`src/rtl/ptw_pkg.sv`:
```
package ptw_pkg;
  typedef enum logic [1:0] {
    WS_IDLE  = 2'd0,
    WS_OUTER = 2'd1,
    WS_INNER = 2'd2,
    WS_DONE  = 2'd3
  } walk_state_e;

  localparam logic LVL_OUTER = 1'b0;
  localparam logic LVL_INNER = 1'b1;
endpackage

```
`src/rtl/ptw_rst_sync.sv`:
```
module ptw_rst_sync #(
  parameter int STAGES = 2
) (
  input  logic clk,
  input  logic rst_n,
  output logic rst_sync_n
);
  logic [STAGES-1:0] sync_q;

  always_ff @(posedge clk or negedge rst_n) begin
    if (!rst_n) sync_q <= '0;
    else        sync_q <= {sync_q[STAGES-2:0], 1'b1};
  end

  assign rst_sync_n = sync_q[STAGES-1];
endmodule

```
`src/rtl/ptw_entry_decode.sv`:
```
module ptw_entry_decode #(
  parameter int ENTRY_W = 32,
  parameter int FRAME_W = 20
) (
  input  logic [ENTRY_W-1:0] entry_i,
  output logic               present_o,
  output logic [FRAME_W-1:0] frame_o
);
  localparam int SPARE_HI = ENTRY_W - FRAME_W - 1;

  logic unused_spare;

  assign present_o    = entry_i[0];
  assign frame_o      = entry_i[ENTRY_W-1 -: FRAME_W];
  assign unused_spare = ^entry_i[SPARE_HI:1];
endmodule

```
`src/rtl/ptw_addr_gen.sv`:
```
module ptw_addr_gen #(
  parameter int PA_W        = 32,
  parameter int OFF_W       = 12,
  parameter int L1_W        = 8,
  parameter int L2_W        = 10,
  parameter int ENTRY_BYTES = 4,
  localparam int FRAME_W    = PA_W - OFF_W
) (
  input  logic               sel_inner_i,
  input  logic [PA_W-1:0]    tbl_base_i,
  input  logic [FRAME_W-1:0] inner_frame_i,
  input  logic [L1_W-1:0]    l1_idx_i,
  input  logic [L2_W-1:0]    l2_idx_i,
  output logic [PA_W-1:0]    addr_o
);
  localparam int SH = $clog2(ENTRY_BYTES);

  logic [PA_W-1:0] outer_addr;
  logic [PA_W-1:0] inner_addr;
  logic [PA_W-1:0] l1_scaled;
  logic [PA_W-1:0] l2_scaled;

  always_comb begin
    l1_scaled  = PA_W'(l1_idx_i) << SH;
    l2_scaled  = PA_W'(l2_idx_i) << SH;
    outer_addr = tbl_base_i + l1_scaled;
    inner_addr = {inner_frame_i, {OFF_W{1'b0}}} + l2_scaled;
    addr_o     = sel_inner_i ? inner_addr : outer_addr;
  end
endmodule

```
`src/rtl/ptw_fsm.sv`:
```
module ptw_fsm
  import ptw_pkg::*;
(
  input  logic        clk,
  input  logic        rst_n,
  input  logic        start_i,
  input  logic        rsp_valid_i,
  input  logic        entry_present_i,
  output walk_state_e state_o,
  output logic        start_acc_o,
  output logic        rsp_take_o
);
  walk_state_e state_q, state_d;

  always_comb begin
    state_d = state_q;
    case (state_q)
      WS_IDLE:  if (start_i) state_d = WS_OUTER;
      WS_OUTER: if (rsp_valid_i) state_d = entry_present_i ? WS_INNER : WS_DONE;
      WS_INNER: if (rsp_valid_i) state_d = WS_DONE;
      WS_DONE:  state_d = WS_IDLE;
      default:  state_d = WS_IDLE;
    endcase
  end

  always_ff @(posedge clk or negedge rst_n) begin
    if (!rst_n) state_q <= WS_IDLE;
    else        state_q <= state_d;
  end

  assign state_o     = state_q;
  assign start_acc_o = (state_q == WS_IDLE) && start_i;
  assign rsp_take_o  = rsp_valid_i && ((state_q == WS_OUTER) || (state_q == WS_INNER));

  // the done state lasts one cycle and returns to idle
  p_done_to_idle_r8: assert property (@(posedge clk) disable iff (!rst_n)
    (state_q == WS_DONE) |=> (state_q == WS_IDLE));

  // once past the outer read, the walk cannot restart
  p_no_restart_r9: assert property (@(posedge clk) disable iff (!rst_n)
    ((state_q == WS_INNER) || (state_q == WS_DONE)) |=> (state_q != WS_OUTER));

  // a response while idle does not move the walk
  p_idle_rsp_r11: assert property (@(posedge clk) disable iff (!rst_n)
    ((state_q == WS_IDLE) && !start_i) |=> (state_q == WS_IDLE));
endmodule

```
`src/rtl/pt_walk2.sv`:
```
module pt_walk2
  import ptw_pkg::*;
#(
  parameter int L1_W    = 8,
  parameter int L2_W    = 10,
  parameter int OFF_W   = 12,
  parameter int PA_W    = 32,
  parameter int ENTRY_W = 32,
  localparam int VA_W        = L1_W + L2_W + OFF_W,
  localparam int FRAME_W     = PA_W - OFF_W,
  localparam int ENTRY_BYTES = ENTRY_W / 8
) (
  input  logic               clk,
  input  logic               rst_n,
  input  logic               start_i,
  input  logic [VA_W-1:0]    vaddr_i,
  input  logic [PA_W-1:0]    ptbase_i,
  output logic               mem_req_o,
  output logic [PA_W-1:0]    mem_addr_o,
  input  logic               mem_rsp_valid_i,
  input  logic [ENTRY_W-1:0] mem_rsp_data_i,
  output logic               done_o,
  output logic               fault_o,
  output logic               fault_lvl_o,
  output logic [PA_W-1:0]    paddr_o
);
  logic               rst_sync_n;
  walk_state_e        state;
  logic               start_acc;
  logic               rsp_take;
  logic               rsp_present;
  logic [FRAME_W-1:0] rsp_frame;

  logic [VA_W-1:0]    vaddr_q;
  logic [PA_W-1:0]    base_q;
  logic [FRAME_W-1:0] inner_frame_q;
  logic               inner_frame_en;

  logic [PA_W-1:0]    res_pa_q, res_pa_d;
  logic               res_fault_q, res_fault_d;
  logic               res_lvl_q, res_lvl_d;
  logic               res_en;
  logic               outer_end;
  logic               inner_end;

  logic [L1_W-1:0]    l1_idx;
  logic [L2_W-1:0]    l2_idx;
  logic [OFF_W-1:0]   offset;

  ptw_rst_sync #(.STAGES(2)) u_rst_sync (
    .clk        (clk),
    .rst_n      (rst_n),
    .rst_sync_n (rst_sync_n)
  );

  ptw_fsm u_fsm (
    .clk             (clk),
    .rst_n           (rst_sync_n),
    .start_i         (start_i),
    .rsp_valid_i     (mem_rsp_valid_i),
    .entry_present_i (rsp_present),
    .state_o         (state),
    .start_acc_o     (start_acc),
    .rsp_take_o      (rsp_take)
  );

  ptw_entry_decode #(.ENTRY_W(ENTRY_W), .FRAME_W(FRAME_W)) u_decode (
    .entry_i   (mem_rsp_data_i),
    .present_o (rsp_present),
    .frame_o   (rsp_frame)
  );

  assign l1_idx = vaddr_q[VA_W-1 -: L1_W];
  assign l2_idx = vaddr_q[OFF_W +: L2_W];
  assign offset = vaddr_q[OFF_W-1:0];

  ptw_addr_gen #(
    .PA_W(PA_W), .OFF_W(OFF_W), .L1_W(L1_W), .L2_W(L2_W), .ENTRY_BYTES(ENTRY_BYTES)
  ) u_addr_gen (
    .sel_inner_i   (state == WS_INNER),
    .tbl_base_i    (base_q),
    .inner_frame_i (inner_frame_q),
    .l1_idx_i      (l1_idx),
    .l2_idx_i      (l2_idx),
    .addr_o        (mem_addr_o)
  );

  // request capture
  always_ff @(posedge clk or negedge rst_sync_n) begin
    if (!rst_sync_n) begin
      vaddr_q <= '0;
      base_q  <= '0;
    end else if (start_acc) begin
      vaddr_q <= vaddr_i;
      base_q  <= ptbase_i;
    end
  end

  // outer-level result
  assign inner_frame_en = rsp_take && (state == WS_OUTER) && rsp_present;

  always_ff @(posedge clk or negedge rst_sync_n) begin
    if (!rst_sync_n)         inner_frame_q <= '0;
    else if (inner_frame_en) inner_frame_q <= rsp_frame;
  end

  // walk results
  assign outer_end = rsp_take && (state == WS_OUTER) && !rsp_present;
  assign inner_end = rsp_take && (state == WS_INNER);
  assign res_en    = outer_end || inner_end;

  always_comb begin
    res_pa_d    = res_pa_q;
    res_fault_d = res_fault_q;
    res_lvl_d   = res_lvl_q;
    if (outer_end) begin
      res_pa_d    = '0;
      res_fault_d = 1'b1;
      res_lvl_d   = LVL_OUTER;
    end else if (inner_end) begin
      if (rsp_present) begin
        res_pa_d    = {rsp_frame, offset};
        res_fault_d = 1'b0;
        res_lvl_d   = LVL_OUTER;
      end else begin
        res_pa_d    = '0;
        res_fault_d = 1'b1;
        res_lvl_d   = LVL_INNER;
      end
    end
  end

  always_ff @(posedge clk or negedge rst_sync_n) begin
    if (!rst_sync_n) begin
      res_pa_q    <= '0;
      res_fault_q <= 1'b0;
      res_lvl_q   <= 1'b0;
    end else if (res_en) begin
      res_pa_q    <= res_pa_d;
      res_fault_q <= res_fault_d;
      res_lvl_q   <= res_lvl_d;
    end
  end

  assign mem_req_o   = (state == WS_OUTER) || (state == WS_INNER);
  assign done_o      = (state == WS_DONE);
  assign paddr_o     = res_pa_q;
  assign fault_o     = res_fault_q;
  assign fault_lvl_o = res_lvl_q;

  // a waiting read keeps its request and address
  p_req_hold_r7: assert property (@(posedge clk) disable iff (!rst_sync_n)
    (mem_req_o && !mem_rsp_valid_i) |=> (mem_req_o && $stable(mem_addr_o)));

  // done is a single-cycle pulse
  p_done_pulse_r8: assert property (@(posedge clk) disable iff (!rst_sync_n)
    done_o |=> !done_o);

  // no read is outstanding while done is shown
  p_done_no_req_r8: assert property (@(posedge clk) disable iff (!rst_sync_n)
    done_o |-> !mem_req_o);

  // a faulted walk reports a zero physical address
  p_fault_zero_pa_r5: assert property (@(posedge clk) disable iff (!rst_sync_n)
    (done_o && fault_o) |-> (paddr_o == '0));

  // results are frozen outside the done pulse
  p_result_hold_r10: assert property (@(posedge clk) disable iff (!rst_sync_n)
    !done_o |-> ($stable(paddr_o) && $stable(fault_o) && $stable(fault_lvl_o)));
endmodule

```
`config.mk`:
```
export PLATFORM = sky130hd
export DESIGN_NAME = pt_walk2
export DESIGN_NICKNAME = d
export VERILOG_FILES = /design/src/rtl/ptw_pkg.sv /design/src/rtl/ptw_rst_sync.sv /design/src/rtl/ptw_entry_decode.sv /design/src/rtl/ptw_addr_gen.sv /design/src/rtl/ptw_fsm.sv /design/src/rtl/pt_walk2.sv
export SDC_FILE = /design/constraint.sdc
export NUM_CORES = 1
export LEC_CHECK = 0
export BUFFER_PORTS_ARGS = -buffer_cell sky130_fd_sc_hd__buf_2
export CORE_MARGIN = 10
export CORE_UTILIZATION = 40
export CTS_BUF_LIST = sky130_fd_sc_hd__clkbuf_8
export DETAILED_ROUTE_END_ITERATION = 7
export PLACE_DENSITY = 0.72
export SETUP_SLACK_MARGIN = 0.15
export SYNTH_ARGS = -nofsm -noshare
export SYNTH_HDL_FRONTEND = slang
export SYNTH_HIERARCHICAL = 1
export SYNTH_SLANG_ARGS = --single-unit
```
`constraint.sdc`:
```
create_clock -name clk -period 9.15 [get_ports clk]
set_input_delay 0.915 -clock clk [delete_from_list [all_inputs] [get_ports clk]]
set_output_delay 0.915 -clock clk [all_outputs]
set_load 0.03 [all_outputs]
```
==> impl_metrics.json, run 1 <==
{
  "mostFrequentLayoutCells": "sky130_fd_sc_hd__buf_2, sky130_fd_sc_hd__dfrtp_1, sky130_fd_sc_hd__mux2_2",
  "asyncSetResetFlopFracSynth": 1.00,
  "netlist_area_um2": 6440,
  "final_min_period_over_clock_period": 0.437,
  "tightestPinTransition_ps": 1140,
  "die_h_um": 147,
  "grt.overflow.total": 0,
  "tritoncts_clock_tree": "built",
  "ys_ff_latch": 120,
  "floorplan.rows": 46,
  "post_cts_resize_count": 0,
  "design.die.area_um2": 21600,
  "grt_start_max_net_pins": 77,
  "cts-buffers-inserted": 17,
  "post_synthesis_net_count": 694,
  "grtUsageMet3": 0.0611,
  "setup_repair_after_global_routing_missed_its_margin": "false",
  "post-cts-setup-buffer-count": 0,
  "timing.max_slew.rel_slack": 0.239,
  "worst_r2r_path_depth": 5,
  "number_of_synthesized_flops_with_an_enable_pin": 0,
  "num_vias": 4628,
  "gr-usage-met2": 0.224,
  "drt_iter0_drc": 262,
  "clk_pin_slew_worst_paths_ps": 70,
  "starting_utilization_of_the_core_area": 0.407,
  "worstSetupStartpointType": "register",
  "hpwl_um": 11100,
  "post_synth_num_cell_types": 45,
  "io_pins": 166,
  "cts-root-buf": "sky130_fd_sc_hd__clkbuf_8",
  "yosysWarnings": 6,
  "final-hold-violation-count": 0,
  "timing.final.setup_violations": 0,
  "grt_util_all_layers": 0.147,
  "synth_flop_cell": "sky130_fd_sc_hd__dfrtp_1",
  "top_usage_layer": "met2",
  "gp_routability_congestion": 0.777,
  "finish.utilization": 0.482,
  "holdCritPathClass": "in -> async",
  "post-route-min-period_ps": 4000,
  "status": "finished clean",
  "crit_required_ps": 8240,
  "finalNetCount": 819,
  "hold_buf_count_cts": 0,
  "max_freq_mhz": 250,
  "final.fill_count": 1439,
  "vdd_ir_drop_max_mv": 0.271,
  "max_capacitance_violation_count": 0,
  "grt_pass1_wl_um": 25600,
  "worstReg2RegStart": "u_fsm/state_o[1]",
  "cts_buffer_depth": 2,
  "register_area_um2": 3010,
  "crit-reg2reg-capture": "inner_frame_q[7]",
  "grt_pass1_vias": 4830,
  "clock-skew-final_ps": 6.51,
  "diodes": 0,
  "routed_wl_um": 15800,
  "number_of_iterations_in_the_first_detailed_routing_pass": 4,
  "clock_tree.htree_level_count": 4,
  "clock-sinks": 120,
  "post_synth.cell_area_avg_um2": 11.1,
  "timing.critical_path.arrival_ps": 3090,
  "timing.setup.tns_ps": 0,
  "post_drt_wl_per_cell_um": 16.9,
  "antenna_left": 0,
  "cp_max_fo": 11,
  "areaGrowthSynthToFinish_pct": 18.5,
  "vias_per_cell": 4.96,
  "critPathCaptureType": "output port",
  "placement.io_buffers": 154,
  "multi_input_area_um2": 2940,
  "timing.setup.critical_path_class": "reg -> out",
  "power.static_leakage_nw": 3.57,
  "post_synth_inst_count": 580,
  "use_met1": 0.187,
  "share_of_final_layout_standard_cells_stronger_than_drive_strength_1": 0.408,
  "leading_cell_type_in_the_layout_fill_and_taps_excluded": "sky130_fd_sc_hd__buf_2",
  "drc_viols": 0,
  "ff2ff_setup_slack_ps": 6760,
  "die_width_um": 147,
  "clkLatencyLatePin_ps": 430,
  "cellPowerDensity_nw_per_um2": 410,
  "fp.coreArea_um2": 15800,
  "final-max-slew-violation-count": 0,
  "synth_sequential_area_ratio": 0.467,
  "antenna_found_initial": 0
}
synthesized netlist by cell type, drive strengths merged, types with 13 or more instances:
cell | count | area (µm²)
xnor2 | 13 | 114
nand2 | 66 | 248
inv | 43 | 161
ha | 15 | 188
nand3b | 32 | 240
o21ai | 25 | 125
o221ai | 32 | 280
nand3 | 14 | 75.1
buf | 46 | 310
dfrtp | 120 | 3000
mux2 | 87 | 1050
a21oi | 13 | 68.8
where the power goes:
part	switching, mW	internal [mW]
Clock	0.218	0.290
Combinational	0.997	0.668
Sequential	0.183	0.773
metrics by stage:
stage / std cells / hold slack [ps] / power [mW] / worst slack (ps) / instance area [µm²]
6_report: 934 / 247 / 3.13 / 5150 / 7630
5_1_grt: 934 / 214 / 3.36 / 4970 / 7630
4_1_cts: 934 / 214 / 3.17 / 5110 / 7630
3_5_place_dp: 902 / 337 / 2.64 / 5630 / 7200
3_3_place_gp: 902 / 335 / 2.61 / 5660 / 7200
2_1_floorplan: 580 / 331 / 2.21 / 5560 / 6440
critical path, stage by stage, from the launching register on:
cell,delay (ps)
sky130_fd_sc_hd__dfrtp_1,400
sky130_fd_sc_hd__ha_1,360
sky130_fd_sc_hd__a21oi_1,180
sky130_fd_sc_hd__nor2_1,50
sky130_fd_sc_hd__nor2_1,850
sky130_fd_sc_hd__a211oi_2,170
sky130_fd_sc_hd__xor2_1,190
sky130_fd_sc_hd__mux2_2,260
sky130_fd_sc_hd__buf_2,190
sequential cells by signal, summed over array words and instances, names as in the netlist:
name,cells
inner_frame_q,20
u_rst_sync/sync_q,2
fault_lvl_o,1
u_fsm/state_o,2
vaddr_q,30
base_q,32
paddr_o,32
fault_o,1
area by class of cell:
class                   instances  share of cell area
clock buffers                  20              0.0361
multi-input cells             362               0.386
flip-flops and latches        120               0.394
clock inverters                12              0.0197
inverters                      43              0.0212
well taps                     216              0.0354
repair buffers                161               0.108
cell families after synthesis:
family,synth area share
AND/OR/NAND/NOR,0.112
other,0.000583
XOR/XNOR,0.0340
multiplexers,0.164
AO/OA/AOI/OAI,0.113
adder cells (fa/ha/maj),0.0323
buffers and inverters,0.0785
flip-flops,0.467
worst max path at each step:
| stage | from | slack, ps | to | depth (start not counted) |
|---|---|---|---|---|
| final | base_q[8] | 5150 | mem_addr_o[31] | 8 |
| after global routing | base_q[2] | 4970 | mem_addr_o[16] | 10 |
| after CTS | base_q[8] | 5110 | mem_addr_o[31] | 8 |
| after detailed placement | base_q[2] | 5630 | mem_addr_o[16] | 10 |
| after global placement | base_q[2] | 5660 | mem_addr_o[16] | 10 |
| after floorplan | u_rst_sync/sync_q[1] | 5560 | base_q[0] | 0 |
routing by layer:
layer | vias up | part of all wire
li1 | 2264 | -
met1 | 2199 | 0.46
met2 | 146 | 0.44
met3 | 19 | 0.083
met4 | 0 | 0.0090
met5 | - | 0
Power figures use the tool's default switching activity.
==> run 2: changes to the inputs <==
--- a/config.mk
+++ b/config.mk
@@ -10,7 +10,7 @@
 export CORE_UTILIZATION = 40
 export CTS_BUF_LIST = sky130_fd_sc_hd__clkbuf_8
 export DETAILED_ROUTE_END_ITERATION = 7
-export PLACE_DENSITY = 0.72
+export PLACE_DENSITY = 0.75
 export SETUP_SLACK_MARGIN = 0.15
 export SYNTH_ARGS = -nofsm -noshare
 export SYNTH_HDL_FRONTEND = slang
==> constraint.sdc (replaced) <==
create_clock -name clk -period 3.3 [get_ports clk]
set_input_delay 0.33 -clock clk [delete_from_list [all_inputs] [get_ports clk]]
set_output_delay 0.33 -clock clk [all_outputs]
set_load 0.03 [all_outputs]
==> impl_metrics.json, run 2 (synthesis results as in run 1) <==
{
  "worstReg2RegStart": "u_fsm/state_o[1]",
  "design.die.area_um2": 21600,
  "worst_r2r_path_depth": 5,
  "clock-skew-final_ps": 6.59,
  "vdd_ir_drop_max_mv": 0.721,
  "placement.io_buffers": 154,
  "setup_repair_after_global_routing_missed_its_margin": "false",
  "number_of_iterations_in_the_first_detailed_routing_pass": 5,
  "power.static_leakage_nw": 3.66,
  "cellPowerDensity_nw_per_um2": 1140,
  "hpwl_um": 11800,
  "final-hold-violation-count": 0,
  "hold_path_end": "vaddr_q[4]",
  "post_drt_wl_per_cell_um": 17.2,
  "die_h_um": 147,
  "leading_cell_type_in_the_layout_fill_and_taps_excluded": "sky130_fd_sc_hd__buf_2",
  "clkLatencyLatePin_ps": 430,
  "drt_iter0_drc": 184,
  "final_min_period_over_clock_period": 0.916,
  "gp_routability_congestion": 0.811,
  "timing.critical_path.arrival_ps": 2690,
  "floorplan.rows": 46,
  "whs_path_depth": 2,
  "antenna_found_initial": 0,
  "post_route_hold_slack_ps": 124,
  "timing.setup.tns_ps": 0,
  "cts-root-buf": "sky130_fd_sc_hd__clkbuf_8",
  "status": "finished clean",
  "crit_required_ps": 2970,
  "register_area_um2": 3010,
  "cts-buffers-inserted": 17,
  "final-max-slew-violation-count": 0,
  "grt_pass1_wl_um": 26600,
  "min-delay-start": "vaddr_i[4]",
  "tightestPinTransition_ps": 877,
  "vias_per_cell": 4.97,
  "cts_buffer_depth": 2,
  "worstSetupStartpointType": "register",
  "finalNetCount": 835,
  "ff2ff_setup_slack_ps": 900,
  "fp.coreArea_um2": 15800,
  "num_vias": 4723,
  "layout_setup_ws_ps": 276,
  "share_of_final_layout_standard_cells_stronger_than_drive_strength_1": 0.436,
  "tritoncts_clock_tree": "built",
  "diodes": 0,
  "place_worst_setup_slack_ps": 515,
  "holdCritPathClass": "in -> reg",
  "timing.setup.critical_path_class": "reg -> out",
  "grt_pass1_vias": 5142,
  "max_capacitance_violation_count": 0,
  "grt_util_all_layers": 0.153,
  "cp_max_fo": 6,
  "clock_tree.htree_level_count": 4,
  "antenna_left": 0,
  "finish.utilization": 0.496,
  "grt.overflow.total": 0,
  "max_freq_mhz": 331,
  "timing.final.setup_violations": 0,
  "critPathCaptureType": "output port",
  "final.fill_count": 1436,
  "drc_viols": 0,
  "timing.max_slew.rel_slack": 0.416,
  "post-route-min-period_ps": 3020,
  "io_pins": 166,
  "multi_input_area_um2": 3010,
  "clk_pin_slew_worst_paths_ps": 70,
  "clock-sinks": 120,
  "die_width_um": 147,
  "routed_wl_um": 16400,
  "worst_setup_path_startpoint": "base_q[3]",
  "crit-reg2reg-capture": "inner_frame_q[8]",
  "starting_utilization_of_the_core_area": 0.407,
  "areaGrowthSynthToFinish_pct": 22.1,
  "mostFrequentLayoutCells": "sky130_fd_sc_hd__buf_2, sky130_fd_sc_hd__dfrtp_1, sky130_fd_sc_hd__mux2_2",
  "grt_start_max_net_pins": 68
}
==> run 2: cell count changes in the layout (fill, tap and decap cells not counted), sizes merged <==
cell	delta
buf	+14
clkbuf	-1
clkinv	+1
dlygate4sd3	+1
inv	+1
==> run 2: area by class of cell <==
cell class | instances | area share
tap | 216 | 0.0344
multi-input combinational | 362 | 0.383
inverter | 43 | 0.0205
clock buffer | 18 | 0.0315
clock inverter | 14 | 0.0199
sequential | 120 | 0.383
timing repair buffer | 177 | 0.128
==> run 2: worst max-delay path: stages (launching register included) <==
cell and delay (ps):
sky130_fd_sc_hd__dfrtp_2 450, sky130_fd_sc_hd__ha_4 280, sky130_fd_sc_hd__a21oi_2 50, sky130_fd_sc_hd__nand4b_1 240, sky130_fd_sc_hd__a211o_4 440, sky130_fd_sc_hd__buf_12 160, sky130_fd_sc_hd__a211oi_4 210, sky130_fd_sc_hd__xnor2_1 110
sky130_fd_sc_hd__o21ai_1 140, sky130_fd_sc_hd__buf_4 180
==> run 2: report_power, final <==
group / leakage [nW] / internal, mW / switching (mW) / total, mW
registers: 1.36 / 2.15 / 0.531 / 2.68
clock network: 0.210 / 0.759 / 0.611 / 1.37
logic: 2.09 / 2.09 / 2.85 / 4.93
total: 3.66 / 4.99 / 3.99 / 8.98
==> run 2: worst max-delay path by stage <==
| stage | to | slack [ps] |
|---|---|---|
| final | mem_addr_o[19] | 280 |
| after global routing | mem_addr_o[24] | 120 |
| after CTS | mem_addr_o[26] | 150 |
| after detailed placement | mem_addr_o[27] | 510 |
| after global placement | mem_addr_o[26] | 550 |
| after floorplan | mem_addr_o[8] | 620 |
==> run 2: metal layers <==
layer | global-route usage | part of all wire
met4 | 0.0480 | 0.0077
met3 | 0.0620 | 0.073
met5 | 0 | 0
met2 | 0.239 | 0.46
met1 | 0.188 | 0.46
==> run 2: through the flow <==
stage               instances  cell area (µm²)  power, mW
floorplan                 580             6440       6.14
global placement          910             7280       7.31
detailed placement        910             7280       7.42
CTS                       947             7750       8.90
global route              950             7860       9.65
finish                    950             7860       8.98
==> run 2: repair_timing <==
| action | CTS | global route |
|---|---|---|
| buffers inserted | 4 | 3 |
| hold buffers | 1 | 0 |
| pin swaps | 3 | 16 |
| resized for setup | 4 | 33 |
| hold endpoints to repair | 2 | 0 |
| endpoints found under the setup margin | 18 | 19 |
==> run 3: changes to the inputs <==
--- a/config.mk
+++ b/config.mk
@@ -5,12 +5,13 @@
 export SDC_FILE = /design/constraint.sdc
 export NUM_CORES = 1
 export LEC_CHECK = 0
+export ABC_AREA = 1
 export BUFFER_PORTS_ARGS = -buffer_cell sky130_fd_sc_hd__buf_2
 export CORE_MARGIN = 10
 export CORE_UTILIZATION = 40
 export CTS_BUF_LIST = sky130_fd_sc_hd__clkbuf_8
 export DETAILED_ROUTE_END_ITERATION = 7
-export PLACE_DENSITY = 0.75
+export PLACE_DENSITY = 0.74
 export SETUP_SLACK_MARGIN = 0.15
 export SYNTH_ARGS = -nofsm -noshare
 export SYNTH_HDL_FRONTEND = slang
==> impl_metrics.json, run 3 <==
{
  "final-max-slew-violation-count": 0,
  "cp_max_fo": 4,
  "clock_tree.htree_level_count": 4,
  "maximum_cell_stage_delay_along_the_critical_path_ps": 430,
  "cts_buffer_depth": 2,
  "max_capacitance_violation_count": 0,
  "gp_routability_congestion": 0.912,
  "post_drt_wl_per_cell_um": 14.7,
  "final.fill_count": 1686,
  "antenna_found_initial": 4,
  "timing.setup.tns_ps": 0,
  "yosysWarnings": 6,
  "finalNetCount": 1148,
  "critical_path_buf_inv_count": 1,
  "leading_cell_type_in_the_layout_fill_and_taps_excluded": "sky130_fd_sc_hd__nand2_1",
  "final_cell_count_no_fill": 1271,
  "synth_common_cells": "sky130_fd_sc_hd__nand2_1, sky130_fd_sc_hd__dfrtp_1, sky130_fd_sc_hd__inv_1, sky130_fd_sc_hd__nand3_1, sky130_fd_sc_hd__o21ai_0",
  "min-delay-start": "ptbase_i[23]",
  "max_freq_mhz": 347,
  "critPathCaptureType": "output port",
  "hpwl_um": 13700,
  "p_comb_frac": 0.520,
  "netSwitchingPower_mw": 4.14,
  "drc_viols": 0,
  "timing.critical_path.cells": "ha_1 -> fa_1 -> nand3_1 -> nand3_1 -> nand2_1 -> nand2_1 -> nand2_1 -> nand2_1 -> nand2_1 -> nand3_1 -> nand2_1 -> buf_2",
  "die_width_um": 151,
  "post_route_hold_slack_ps": 84.4,
  "grt_pass1_wl_um": 29900,
  "final_min_period_over_clock_period": 0.872,
  "starting_utilization_of_the_core_area": 0.412,
  "post_synthesis_net_count": 1033,
  "timing.setup.critical_path_class": "reg -> out",
  "placement.io_buffers": 154,
  "clkLatencyLatePin_ps": 450,
  "floorplan.rows": 47,
  "cellPowerDensity_nw_per_um2": 1030,
  "grt_pass1_vias": 5979,
  "finish.utilization": 0.477,
  "grt_start_max_net_pins": 88,
  "crit-reg2reg-capture": "inner_frame_q[1]",
  "grt_util_all_layers": 0.164,
  "io_pins": 166,
  "clock-skew-final_ps": 9.68,
  "netlist_area_um2": 6890,
  "synth_flop_cell": "sky130_fd_sc_hd__dfrtp_1",
  "netlist.top_cell.by_area": "sky130_fd_sc_hd__dfrtp_1",
  "post_synth_inst_count": 919,
  "vdd_ir_drop_max_mv": 0.449,
  "areaGrowthSynthToFinish_pct": 15.6,
  "power.internal_mw": 4.08,
  "asyncSetResetFlopFracSynth": 1.00,
  "number_of_iterations_in_the_first_detailed_routing_pass": 5,
  "vias_per_cell": 4.80,
  "place.detailed.instances": 1234,
  "routed_wl_um": 18700,
  "worst_path_dominant_cell_family": "simple AND/OR/NAND/NOR gates",
  "worstSetupStartpointType": "register",
  "switching_portion_of_total_power": 0.503,
  "cell_with_the_most_instances_after_synthesis": "sky130_fd_sc_hd__nand2_1",
  "post_cts_resize_count": 0,
  "worstReg2RegStart": "u_fsm/state_o[0]",
  "final-hold-violation-count": 0,
  "num_vias": 6104,
  "post-route-min-period_ps": 2880,
  "clk_pin_slew_worst_paths_ps": 70,
  "drt_iter0_drc": 419,
  "die_h_um": 151,
  "design.die.area_um2": 22900,
  "cpMostUsedCell": "sky130_fd_sc_hd__nand2_1",
  "cts-root-buf": "sky130_fd_sc_hd__clkbuf_8",
  "setup_repair_after_global_routing_missed_its_margin": "false",
  "grt.overflow.total": 0,
  "post_synth_main_area_contributors": "sky130_fd_sc_hd__dfrtp_1, sky130_fd_sc_hd__nand2_1, sky130_fd_sc_hd__inv_1",
  "antenna_left": 0,
  "tightestPinTransition_ps": 708,
  "hold_path_end": "base_q[23]",
  "power.sequential.fraction": 0.310,
  "timing.final.setup_violations": 0,
  "tritoncts_clock_tree": "built",
  "ys_ff_latch": 120,
  "post_synth_num_cell_types": 36,
  "place_worst_setup_slack_ps": 885,
  "number_of_synthesized_flops_with_an_enable_pin": 0,
  "cts-buffers-inserted": 17,
  "power.static_leakage_nw": 4.34,
  "whs_path_depth": 3,
  "mostFrequentLayoutCells": "sky130_fd_sc_hd__nand2_1, sky130_fd_sc_hd__buf_2, sky130_fd_sc_hd__dfrtp_1",
  "post-cts-setup-buffer-count": 0,
  "crit_required_ps": 2970,
  "synth_sequential_area_ratio": 0.436,
  "synth.top_cell.area_share": 0.436,
  "holdCritPathClass": "in -> reg",
  "clock-sinks": 120,
  "worst_r2r_path_depth": 8,
  "layout_setup_ws_ps": 422,
  "share_of_final_layout_standard_cells_stronger_than_drive_strength_1": 0.215,
  "critical-path-slowest-cell": "sky130_fd_sc_hd__fa_1",
  "timing.critical_path.arrival_ps": 2550,
  "post_synth.cell_area_avg_um2": 7.49,
  "ff2ff_setup_slack_ps": 1040,
  "timing.max_slew.rel_slack": 0.528,
  "status": "finished clean",
  "fp.coreArea_um2": 16700,
  "clock_power_share": 0.170
}
-- run 3: cell types whose count changed in the layout (fill, tap and decap cells not counted), moves of 12 or more --
| cell | delta |
|---|---|
| sky130_fd_sc_hd__nand4_1 | +33 |
| sky130_fd_sc_hd__o221ai_1 | -32 |
| sky130_fd_sc_hd__buf_2 | +12 |
| sky130_fd_sc_hd__o21ai_0 | +55 |
| sky130_fd_sc_hd__mux2_4 | -20 |
| sky130_fd_sc_hd__xor2_1 | -12 |
| sky130_fd_sc_hd__inv_1 | +72 |
| sky130_fd_sc_hd__nand2_1 | +253 |
| sky130_fd_sc_hd__nand3b_1 | -28 |
| sky130_fd_sc_hd__nor2_1 | +21 |
| sky130_fd_sc_hd__buf_4 | -28 |
| sky130_fd_sc_hd__nand3_1 | +72 |
| sky130_fd_sc_hd__mux2_2 | -67 |
-- run 3: worst max-delay path by stage --
stage / start / to / slack, ps / cells past startpoint
6_report: base_q[2] / mem_addr_o[16] / 420 / 12
5_1_grt: base_q[2] / mem_addr_o[24] / 180 / 12
4_1_cts: base_q[2] / mem_addr_o[26] / 370 / 11
3_5_place_dp: base_q[2] / mem_addr_o[26] / 890 / 11
3_3_place_gp: base_q[2] / mem_addr_o[24] / 880 / 12
2_1_floorplan: base_q[2] / mem_addr_o[6] / 940 / 6
-- run 3: cell families after synthesis --
group,count (synthesis),synth area share
and+or+nand+nor,495,0.316
buffers and inverters,189,0.140
DFF,120,0.436
AOI/OAI and AO/OA,95,0.0725
adders and majority gates,16,0.0302
xor gates and xnor gates,3,0.00382
other,1,0.000545
-- run 3: area by class of cell --
class / instances / area [µm²] / share of cell area
diodes: 4 / 10.0 / 0.00126
clock buffers: 18 / 248 / 0.0311
clock inverters: 14 / 174 / 0.0218
inverters: 125 / 473 / 0.0594
multi-input cells: 610 / 2920 / 0.367
flip-flops and latches: 120 / 3010 / 0.378
well taps: 220 / 275 / 0.0346
repair buffers: 160 / 856 / 0.107
-- run 3: layer usage --
layer | global-route usage | vias up | share of wire
met1 | 0.213 | 2778 | 0.45
met4 | 0.0616 | 4 | 0.020
met5 | 0 | - | 0.0013
met3 | 0.0510 | 33 | 0.070
li1 | - | 3102 | -
met2 | 0.251 | 187 | 0.46
-- run 3: power by group through the flow --
stage / registers, mW / clock network, mW / logic (mW)
5_1_grt: 2.63 / 1.49 / 4.78
3_5_place_dp: 2.56 / 0 / 4.28
4_1_cts: 2.55 / 1.43 / 4.30
3_3_place_gp: 2.55 / 0 / 4.23
6_report: 2.55 / 1.40 / 4.27
2_1_floorplan: 2.65 / 0 / 3.04
-- run 3: through the flow --
step / power, mW / area [µm²]
after floorplan: 5.69 / 6890
after global placement: 6.77 / 7520
after detailed placement: 6.84 / 7520
after CTS: 8.28 / 7950
after global routing: 8.91 / 7950
final: 8.22 / 7960
-- run 3: tightest hold or removal path: cells and delay by family --
kind / cells / cell delay, ps
simple gates: 1 / 40
buf+inv: 1 / 70
compound gates: 1 / 50
-- run 3: what timing repair did --
action	4_1_cts	5_1_grt
hold buffers	1	0
endpoints found under the setup margin	0	0
hold endpoints to repair	2	0
